`src/rtl/warp_pkg.sv`:
```
package warp_pkg;
  localparam int CW     = 12;           // coordinate / parameter word
  localparam int AW     = 4;            // shadow address width
  localparam int FRAC   = 16;           // accumulator fraction bits
  localparam int ACC_W  = CW + FRAC;    // accumulator width
  localparam int LIN_SH = 8;            // extra shift for first-order terms
  localparam int NIB    = 4;            // fraction nibble per axis
  localparam int NREG   = 12;           // implemented shadow registers

  localparam int IX_A = 0, IX_B = 1, IX_C = 2, IX_D = 3, IX_E = 4, IX_F = 5;
  localparam int IX_XLO = 6, IX_XHI = 7, IX_ULO = 8, IX_UHI = 9;
  localparam int IX_VLO = 10, IX_VHI = 11;

  typedef logic [CW-1:0]           word_t;
  typedef logic signed [ACC_W-1:0] acc_t;

  typedef struct packed {
    word_t a, b, c, d, e, f;
    word_t xlo, xhi, ulo, uhi, vlo, vhi;
  } xform_t;

  // second-order weight: 2^-16
  function automatic acc_t quad_w(input word_t w);
    return acc_t'($signed(w));
  endfunction

  // first-order weight: 2^-8
  function automatic acc_t lin_w(input word_t w);
    return acc_t'($signed(w)) <<< LIN_SH;
  endfunction

  // integer origin
  function automatic acc_t org_w(input word_t w);
    return acc_t'({w, {FRAC{1'b0}}});
  endfunction

  function automatic logic in_window(input word_t v, input word_t lo, input word_t hi);
    return (v >= lo) && (v <= hi);
  endfunction
endpackage

```
`src/rtl/warp_prm_bank.sv`:
```
module warp_prm_bank
  import warp_pkg::*;
(
  input  logic        clk,
  input  logic        rst_n,
  input  logic        wr_n,
  input  logic [AW-1:0] addr,
  input  word_t       data,
  input  logic        load,
  output xform_t      act
);
  logic [NREG-1:0][CW-1:0] pre_q;
  logic [NREG-1:0][CW-1:0] act_q;

  always_ff @(posedge clk or negedge rst_n) begin
    if (!rst_n) begin
      pre_q <= '0;
      act_q <= '0;
    end else begin
      for (int i = 0; i < NREG; i++) begin
        if (!wr_n && (addr == AW'(i))) pre_q[i] <= data;
      end
      if (load) act_q <= pre_q;
    end
  end

  assign act.a   = act_q[IX_A];
  assign act.b   = act_q[IX_B];
  assign act.c   = act_q[IX_C];
  assign act.d   = act_q[IX_D];
  assign act.e   = act_q[IX_E];
  assign act.f   = act_q[IX_F];
  assign act.xlo = act_q[IX_XLO];
  assign act.xhi = act_q[IX_XHI];
  assign act.ulo = act_q[IX_ULO];
  assign act.uhi = act_q[IX_UHI];
  assign act.vlo = act_q[IX_VLO];
  assign act.vhi = act_q[IX_VHI];


  shadow_hold_chk: assert property (@(posedge clk) disable iff (!rst_n)
    wr_n |=> $stable(pre_q));

  active_hold_chk: assert property (@(posedge clk) disable iff (!rst_n)
    !load |=> $stable(act_q));
endmodule

```
`src/rtl/warp_scan.sv`:
```
module warp_scan
  import warp_pkg::*;
(
  input  logic  clk,
  input  logic  rst_n,
  input  logic  start,
  input  word_t ulo,
  input  word_t uhi,
  input  word_t vlo,
  input  word_t vhi,
  output logic  run,
  output word_t u,
  output logic  row_end,
  output logic  last
);
  logic  run_q;
  word_t u_q, v_q;

  assign run     = run_q;
  assign u       = u_q;
  assign row_end = run_q && (u_q >= uhi);
  assign last    = row_end && (v_q >= vhi);

  always_ff @(posedge clk or negedge rst_n) begin
    if (!rst_n) begin
      run_q <= 1'b0;
      u_q   <= '0;
      v_q   <= '0;
    end else if (start) begin
      run_q <= 1'b1;
      u_q   <= ulo;
      v_q   <= vlo;
    end else if (run_q) begin
      if (row_end) begin
        u_q <= ulo;
        if (last) run_q <= 1'b0;
        else      v_q   <= v_q + word_t'(1);
      end else begin
        u_q <= u_q + word_t'(1);
      end
    end
  end
endmodule

```
`src/rtl/warp_poly.sv`:
```
module warp_poly
  import warp_pkg::*;
(
  input  logic   clk,
  input  logic   rst_n,
  input  logic   init,
  input  logic   step,
  input  logic   row_end,
  input  xform_t prm,
  output word_t  x_int,
  output logic [NIB-1:0] x_nib
);
  acc_t x_q, row_q, rd_q, ud_q, cdv_q;
  acc_t qa, qc, qd, row_n, cdv_n;

  assign qa    = quad_w(prm.a);
  assign qc    = quad_w(prm.c);
  assign qd    = quad_w(prm.d);
  assign row_n = row_q + rd_q;
  assign cdv_n = cdv_q + qc;

  always_ff @(posedge clk or negedge rst_n) begin
    if (!rst_n) begin
      x_q <= '0; row_q <= '0; rd_q <= '0; ud_q <= '0; cdv_q <= '0;
    end else if (init) begin
      x_q   <= org_w(prm.f);
      row_q <= org_w(prm.f);
      rd_q  <= qd + lin_w(prm.e);
      cdv_q <= '0;
      ud_q  <= qa + lin_w(prm.b);
    end else if (step) begin
      if (row_end) begin
        row_q <= row_n;
        x_q   <= row_n;
        rd_q  <= rd_q + qd + qd;
        cdv_q <= cdv_n;
        ud_q  <= qa + lin_w(prm.b) + cdv_n;
      end else begin
        x_q  <= x_q + ud_q;
        ud_q <= ud_q + qa + qa;
      end
    end
  end

  assign x_int = x_q[ACC_W-1:FRAC];
  assign x_nib = x_q[FRAC-1 -: NIB];
endmodule

```
`src/rtl/warp_addr_gen.sv`:
```
module warp_addr_gen
  import warp_pkg::*;
(
  input  logic        clk,
  input  logic        rst_n,
  input  logic [11:0] prm_data,
  input  logic [3:0]  prm_addr,
  input  logic        prm_wr_n,
  input  logic        prm_load,
  input  logic        start,
  input  logic [3:0]  y_frac,
  input  logic        tgt_oe_n,
  output logic [11:0] src_addr,
  output logic [7:0]  coef_addr,
  output logic [11:0] tgt_addr,
  output logic        in_win,
  output logic        pix_valid,
  output logic        done,
  output logic        tgt_drive
);
  xform_t prm;
  logic   run, row_end, last;
  word_t  u, x_int;
  logic [NIB-1:0] x_nib;
  logic   emit;

  warp_prm_bank i_bank (
    .clk(clk), .rst_n(rst_n), .wr_n(prm_wr_n), .addr(prm_addr),
    .data(prm_data), .load(prm_load), .act(prm)
  );

  warp_scan i_scan (
    .clk(clk), .rst_n(rst_n), .start(start),
    .ulo(prm.ulo), .uhi(prm.uhi), .vlo(prm.vlo), .vhi(prm.vhi),
    .run(run), .u(u), .row_end(row_end), .last(last)
  );

  warp_poly i_poly (
    .clk(clk), .rst_n(rst_n), .init(start), .step(run), .row_end(row_end),
    .prm(prm), .x_int(x_int), .x_nib(x_nib)
  );

  assign emit = run && !start;

  always_ff @(posedge clk or negedge rst_n) begin
    if (!rst_n) begin
      src_addr  <= '0;
      coef_addr <= '0;
      tgt_addr  <= '0;
      in_win    <= 1'b0;
      pix_valid <= 1'b0;
      done      <= 1'b0;
      tgt_drive <= 1'b0;
    end else begin
      pix_valid <= emit;
      tgt_drive <= !tgt_oe_n;
      if (start)                done <= 1'b0;
      else if (run && last)     done <= 1'b1;
      if (emit) begin
        src_addr  <= x_int;
        coef_addr <= {x_nib, y_frac};
        tgt_addr  <= u;
        in_win    <= in_window(x_int, prm.xlo, prm.xhi);
      end else begin
        in_win    <= 1'b0;
      end
    end
  end


  done_with_pixel_chk: assert property (@(posedge clk) disable iff (!rst_n)
    $rose(done) |-> pix_valid);

  done_quiet_chk: assert property (@(posedge clk) disable iff (!rst_n)
    done |=> !pix_valid);

  win_needs_pixel_chk: assert property (@(posedge clk) disable iff (!rst_n)
    in_win |-> pix_valid);

  drive_follow_chk: assert property (@(posedge clk) disable iff (!rst_n)
    $past(rst_n) |-> (tgt_drive == !$past(tgt_oe_n)));
endmodule

```
`config.mk`:
```
export PLATFORM = sky130hd
export DESIGN_NAME = warp_addr_gen
export DESIGN_NICKNAME = d
export VERILOG_FILES = /design/src/rtl/warp_pkg.sv /design/src/rtl/warp_prm_bank.sv /design/src/rtl/warp_scan.sv /design/src/rtl/warp_poly.sv /design/src/rtl/warp_addr_gen.sv
export SDC_FILE = /design/constraint.sdc
export NUM_CORES = 1
export LEC_CHECK = 0
export ABC_AREA = 1
export BUFFER_PORTS_ARGS = -buffer_cell sky130_fd_sc_hd__buf_2
export CORE_MARGIN = 3
export CORE_UTILIZATION = 64
export CTS_CLUSTER_DIAMETER = 30
export DETAILED_ROUTE_END_ITERATION = 6
export GPL_TIMING_DRIVEN = 0
export PLACE_DENSITY = 0.87
export SLEW_MARGIN = 15
export SYNTH_ARGS = -nofsm -noshare
export SYNTH_HDL_FRONTEND = slang
export SYNTH_SLANG_ARGS = --single-unit
```
`constraint.sdc`:
```
create_clock -name clk -period 4.5 [get_ports clk]
set_clock_uncertainty 0.1 [all_clocks]
set_input_delay 0.45 -clock clk [delete_from_list [all_inputs] [get_ports clk]]
set_output_delay 0.45 -clock clk [all_outputs]
set_load 0.05 [all_outputs]
```
==> qor_table.md <==
| Item | This run |
|---|---|
| Detailed-placement wirelength estimate | 71,300 µm |
| Inserted Clock Buffers | 101 |
| Tightest Pin Transition | 1158 ps |
| DP Cell Count | 4,502 |
| Worst-path clk slew | 60 ps |
| Number of vias per cell | 6.341 |
| Drt drc | 4 |
| Ratio of final minimum period to clock period | 0.9830 |
| Count of clock tree sinks | 489 |
| Initial Utilization | 0.6509 |
| Number of top-level pins | 62 |
| Cell area after synthesis | 30,430 µm² |
| Outcome | complete, but fails checks |
| Share of the synthesized area in the top cell type | 0.4021 |
| Worst supply voltage drop on vdd | 0.4453 mV |
| Share of synthesized registers carrying an async set or reset | 1.000 |
| Count of nets left with antenna violations after detail routing | 0 |
| Number of synthesized register bits | 489 |
| Post-route minimum period | 4423 ps |
| Power per cell area | 827.5 nW/µm² |
| FF-to-FF Start | i_bank.act[108] |
| Post-placement setup slack | -14.20 ps |
| Number of H-tree levels | 3 |
| Violations in the final reports | design-rule violations |
| Max Buffers Root-to-Sink | 3 |
| Root buf cell | sky130_fd_sc_hd__clkbuf_16 |
| Peak fanout along the critical path | 5 |
| Number of enable flip-flop cells after synthesis | 0 |
| Die width | 224.1 µm |
| Count of yosys warnings during synthesis | 0 |
| Critical Path End Type | flop |
| CP arrival | 4830 ps |
| Final hold viol count | 0 |
| Global-route wire length before repair | 159,500 µm |
| Count of nets after finishing | 4,278 |
| Clk_lat worst skew | 680 ps |
| Post-synthesis instance total | 3,832 |
| Total of max-cap violations | 0 |
| Syn Area/Cell | 7.941 µm² |
| Top post-synthesis cells by area | sky130_fd_sc_hd__dfrtp_1, sky130_fd_sc_hd__nand2_1, sky130_fd_sc_hd__ha_1, sky130_fd_sc_hd__o21ai_0, sky130_fd_sc_hd__a21oi_1 |
| Share of layout cells above drive strength 1 | 0.09917 |
| Router iterations before antenna repair | 7 |
| Routed via count | 29,820 |
| Worst Hold Class | in -> reg |
| Layout Area Growth over Synthesis | 16.46% |
| Drt wl/cell | 21.90 µm |
| Area of the core region | 46,750 µm² |
| TritonCTS clock tree | yes |
| Startpoint of the most critical setup path | i_bank.act[108] |
| Final Total Pwr | 29.33 mW |
| Critical path startpoint category | flop |
| Critical setup path kind | reg -> reg |
| Number of setup violations in the final report | 0 |
| Aggregate routed wire length | 103,000 µm |
| Synth top cells by count | sky130_fd_sc_hd__nand2_1, sky130_fd_sc_hd__dfrtp_1, sky130_fd_sc_hd__o21ai_0 |
| Static power due to leakage | 17.64 nW |
| Setup WS post-layout | 76.58 ps |
| Launch instance of the worst min-delay path | prm_data[7] |
| Via count of the first global-routing pass | 29,360 |
| Most frequent cell after synthesis | sky130_fd_sc_hd__nand2_1 |
| Prevailing post-synth register cell | sky130_fd_sc_hd__dfrtp_1 |
| Leftover overflow at the end of global routing | 0 |
| Number of placement rows | 79 |
| Number of buffer cells added on primary ports | 59 |
| Area of the die | 50,200 µm² |
| Number of design-rule violations left by the first detailed-router iteration | 3,794 |
| Sequential-to-total area share from yosys stat | 0.4021 |
| Remaining max-slew budget at the tightest pin | 0.2277 |
| Chip Height | 224.1 µm |
| Synthesized net count | 4,100 |
| Final instance count without filler cells | 4,703 |
| Count of cell types in the netlist | 63 |
| Global Route Usage Sum | 0.4060 |
| Maximum number of pins on one net before global-route repair | 110 |
| Antenna violations before repair | 4 |
| Max-slew violation total from the final report | 0 |
| Final weighted congestion in routability-driven placement | 0.9884 |
| Worst path required time | 4910 ps |
| Layout Utilization | 0.7580 |
| Largest area contributor in the netlist | sky130_fd_sc_hd__dfrtp_1 |
| Layout fillers | 3,154 |
| Peak clock frequency supported by timing | 226.1 MHz |
-- cells in the final DEF (no fill, tap or decap), types with 13 or more instances in the layout --
cell                        instances
sky130_fd_sc_hd__o21ai_1           43
sky130_fd_sc_hd__nor3_1            38
sky130_fd_sc_hd__o211ai_1          16
sky130_fd_sc_hd__a21oi_1          270
sky130_fd_sc_hd__xor2_1            84
sky130_fd_sc_hd__clkbuf_1          96
sky130_fd_sc_hd__buf_2             81
sky130_fd_sc_hd__a22o_1            16
sky130_fd_sc_hd__ha_1             232
sky130_fd_sc_hd__clkbuf_16        101
sky130_fd_sc_hd__o21ai_0          382
sky130_fd_sc_hd__nor4_1            15
sky130_fd_sc_hd__nand3_1          200
sky130_fd_sc_hd__nand2_1          952
sky130_fd_sc_hd__nand4_1           33
sky130_fd_sc_hd__nor2_1           264
sky130_fd_sc_hd__a21o_1            22
sky130_fd_sc_hd__o21bai_1          23
sky130_fd_sc_hd__mux2_2            65
sky130_fd_sc_hd__a21boi_0          16
sky130_fd_sc_hd__a31oi_1           24
sky130_fd_sc_hd__buf_4             15
sky130_fd_sc_hd__xnor2_1           48
sky130_fd_sc_hd__dfrtp_1          487
sky130_fd_sc_hd__inv_1            333
sky130_fd_sc_hd__bufinv_16         13
sky130_fd_sc_hd__clkbuf_8          17
-- where the power goes --
group / total (mW) / internal (mW) / switching, mW
combinational: 14.4 / 4.74 / 9.64
clock: 7.84 / 5.18 / 2.66
sequential: 7.11 / 5.72 / 1.38
-- flip-flops by register name, indices dropped and copies added, names as in the netlist --
register / count
tgt_addr: 12
i_scan.v_q: 12
i_scan.u: 12
pix_valid: 1
i_poly.x_q: 28
tgt_drive: 1
i_poly.ud_q: 28
i_scan.run: 1
i_bank.act: 144
in_win: 1
src_addr: 12
done: 1
i_poly.cdv_q: 28
coef_addr: 8
i_poly.row_q: 28
i_poly.rd_q: 28
i_bank.pre_q: 144
-- area by class of cell --
type	count	area [µm²]	area share
Multi-Input combinational cell	2879	16440	0.4639
Sequential cell	489	12240	0.3454
Clock buffer	129	2803	0.07908
Inverter	338	1271	0.03587
Clock inverter	58	829.5	0.02341
Tap cell	607	759.5	0.02143
Buffer	126	565.5	0.01596
Timing Repair Buffer	75	525.5	0.01483
Antenna cell	2	5.005	0.0001412
-- kinds of logic after synthesis --
kind of cell | synth area share
buffers and inverters | 0.06036
AND/OR/NAND/NOR | 0.2112
AO/OA/AOI/OAI | 0.1622
adder cells (fa/ha/maj) | 0.1015
multiplexers | 0.02438
XOR/XNOR | 0.03828
flip-flops | 0.4021
-- stage by stage --
stage	hold slack, ps	area [µm²]	setup TNS (ps)
after floorplan	54.41	30430	0
after CTS	0.4696	35320	0
after global routing	42.90	35440	-371.4
after detailed placement	353.0	31610	-14.20
final	16.19	35440	0
after global placement	348.8	31490	-3330970
-- path summary, 6_finish.rpt --
kind | slack, ps | cells past startpoint | endpoint
max in group asynchronous | 2950 | 3 | i_bank.act[119]
setup reg to reg | 80 | 20 | i_poly.ud_q[25]
hold / removal | 20 | 3 | i_bank.pre_q[115]
min in group asynchronous | 290 | 2 | i_poly.rd_q[23]
setup / recovery | 80 | 20 | i_poly.ud_q[25]
hold reg to reg | 360 | 2 | src_addr[2]
-- metal layers --
metal	wire, µm	vias to the layer above	GRT usage	share of wire
met5	22	-	0	0.00021
met4	7056	4	0.2511	0.069
met3	12310	523	0.1119	0.12
met2	45050	1947	0.6241	0.44
met1	38560	14050	0.5122	0.37
li1	-	13300	-	-
-- critical path, cell delays in order, from the launching register on --
cell                      delay (ps)
sky130_fd_sc_hd__dfrtp_1         390
sky130_fd_sc_hd__ha_1            240
sky130_fd_sc_hd__fa_1            410
sky130_fd_sc_hd__nand3_1         110
sky130_fd_sc_hd__nand2_1         130
sky130_fd_sc_hd__a21oi_4         220
sky130_fd_sc_hd__o21ai_2         110
sky130_fd_sc_hd__a21oi_2         220
sky130_fd_sc_hd__o21ai_0         160
sky130_fd_sc_hd__xor2_1          200
sky130_fd_sc_hd__buf_4           170
sky130_fd_sc_hd__ha_1            350
sky130_fd_sc_hd__a21oi_1         280
sky130_fd_sc_hd__o21ai_0         240
sky130_fd_sc_hd__a21oi_2         230
sky130_fd_sc_hd__o21a_1          130
sky130_fd_sc_hd__nand2_1          70
sky130_fd_sc_hd__o21ai_1         230
sky130_fd_sc_hd__nand2_1         120
sky130_fd_sc_hd__nand2_1         100
sky130_fd_sc_hd__nand2_1          60
-- what timing repair did --
action,CTS,global route
pin swaps,0,3
buffers inserted,0,4
hold buffers,8,0
gates cloned,0,0
endpoints found under the setup margin,3,7
endpoints found under the hold margin,83,0
resized for setup,1,21
Power figures use the tool's default switching activity.
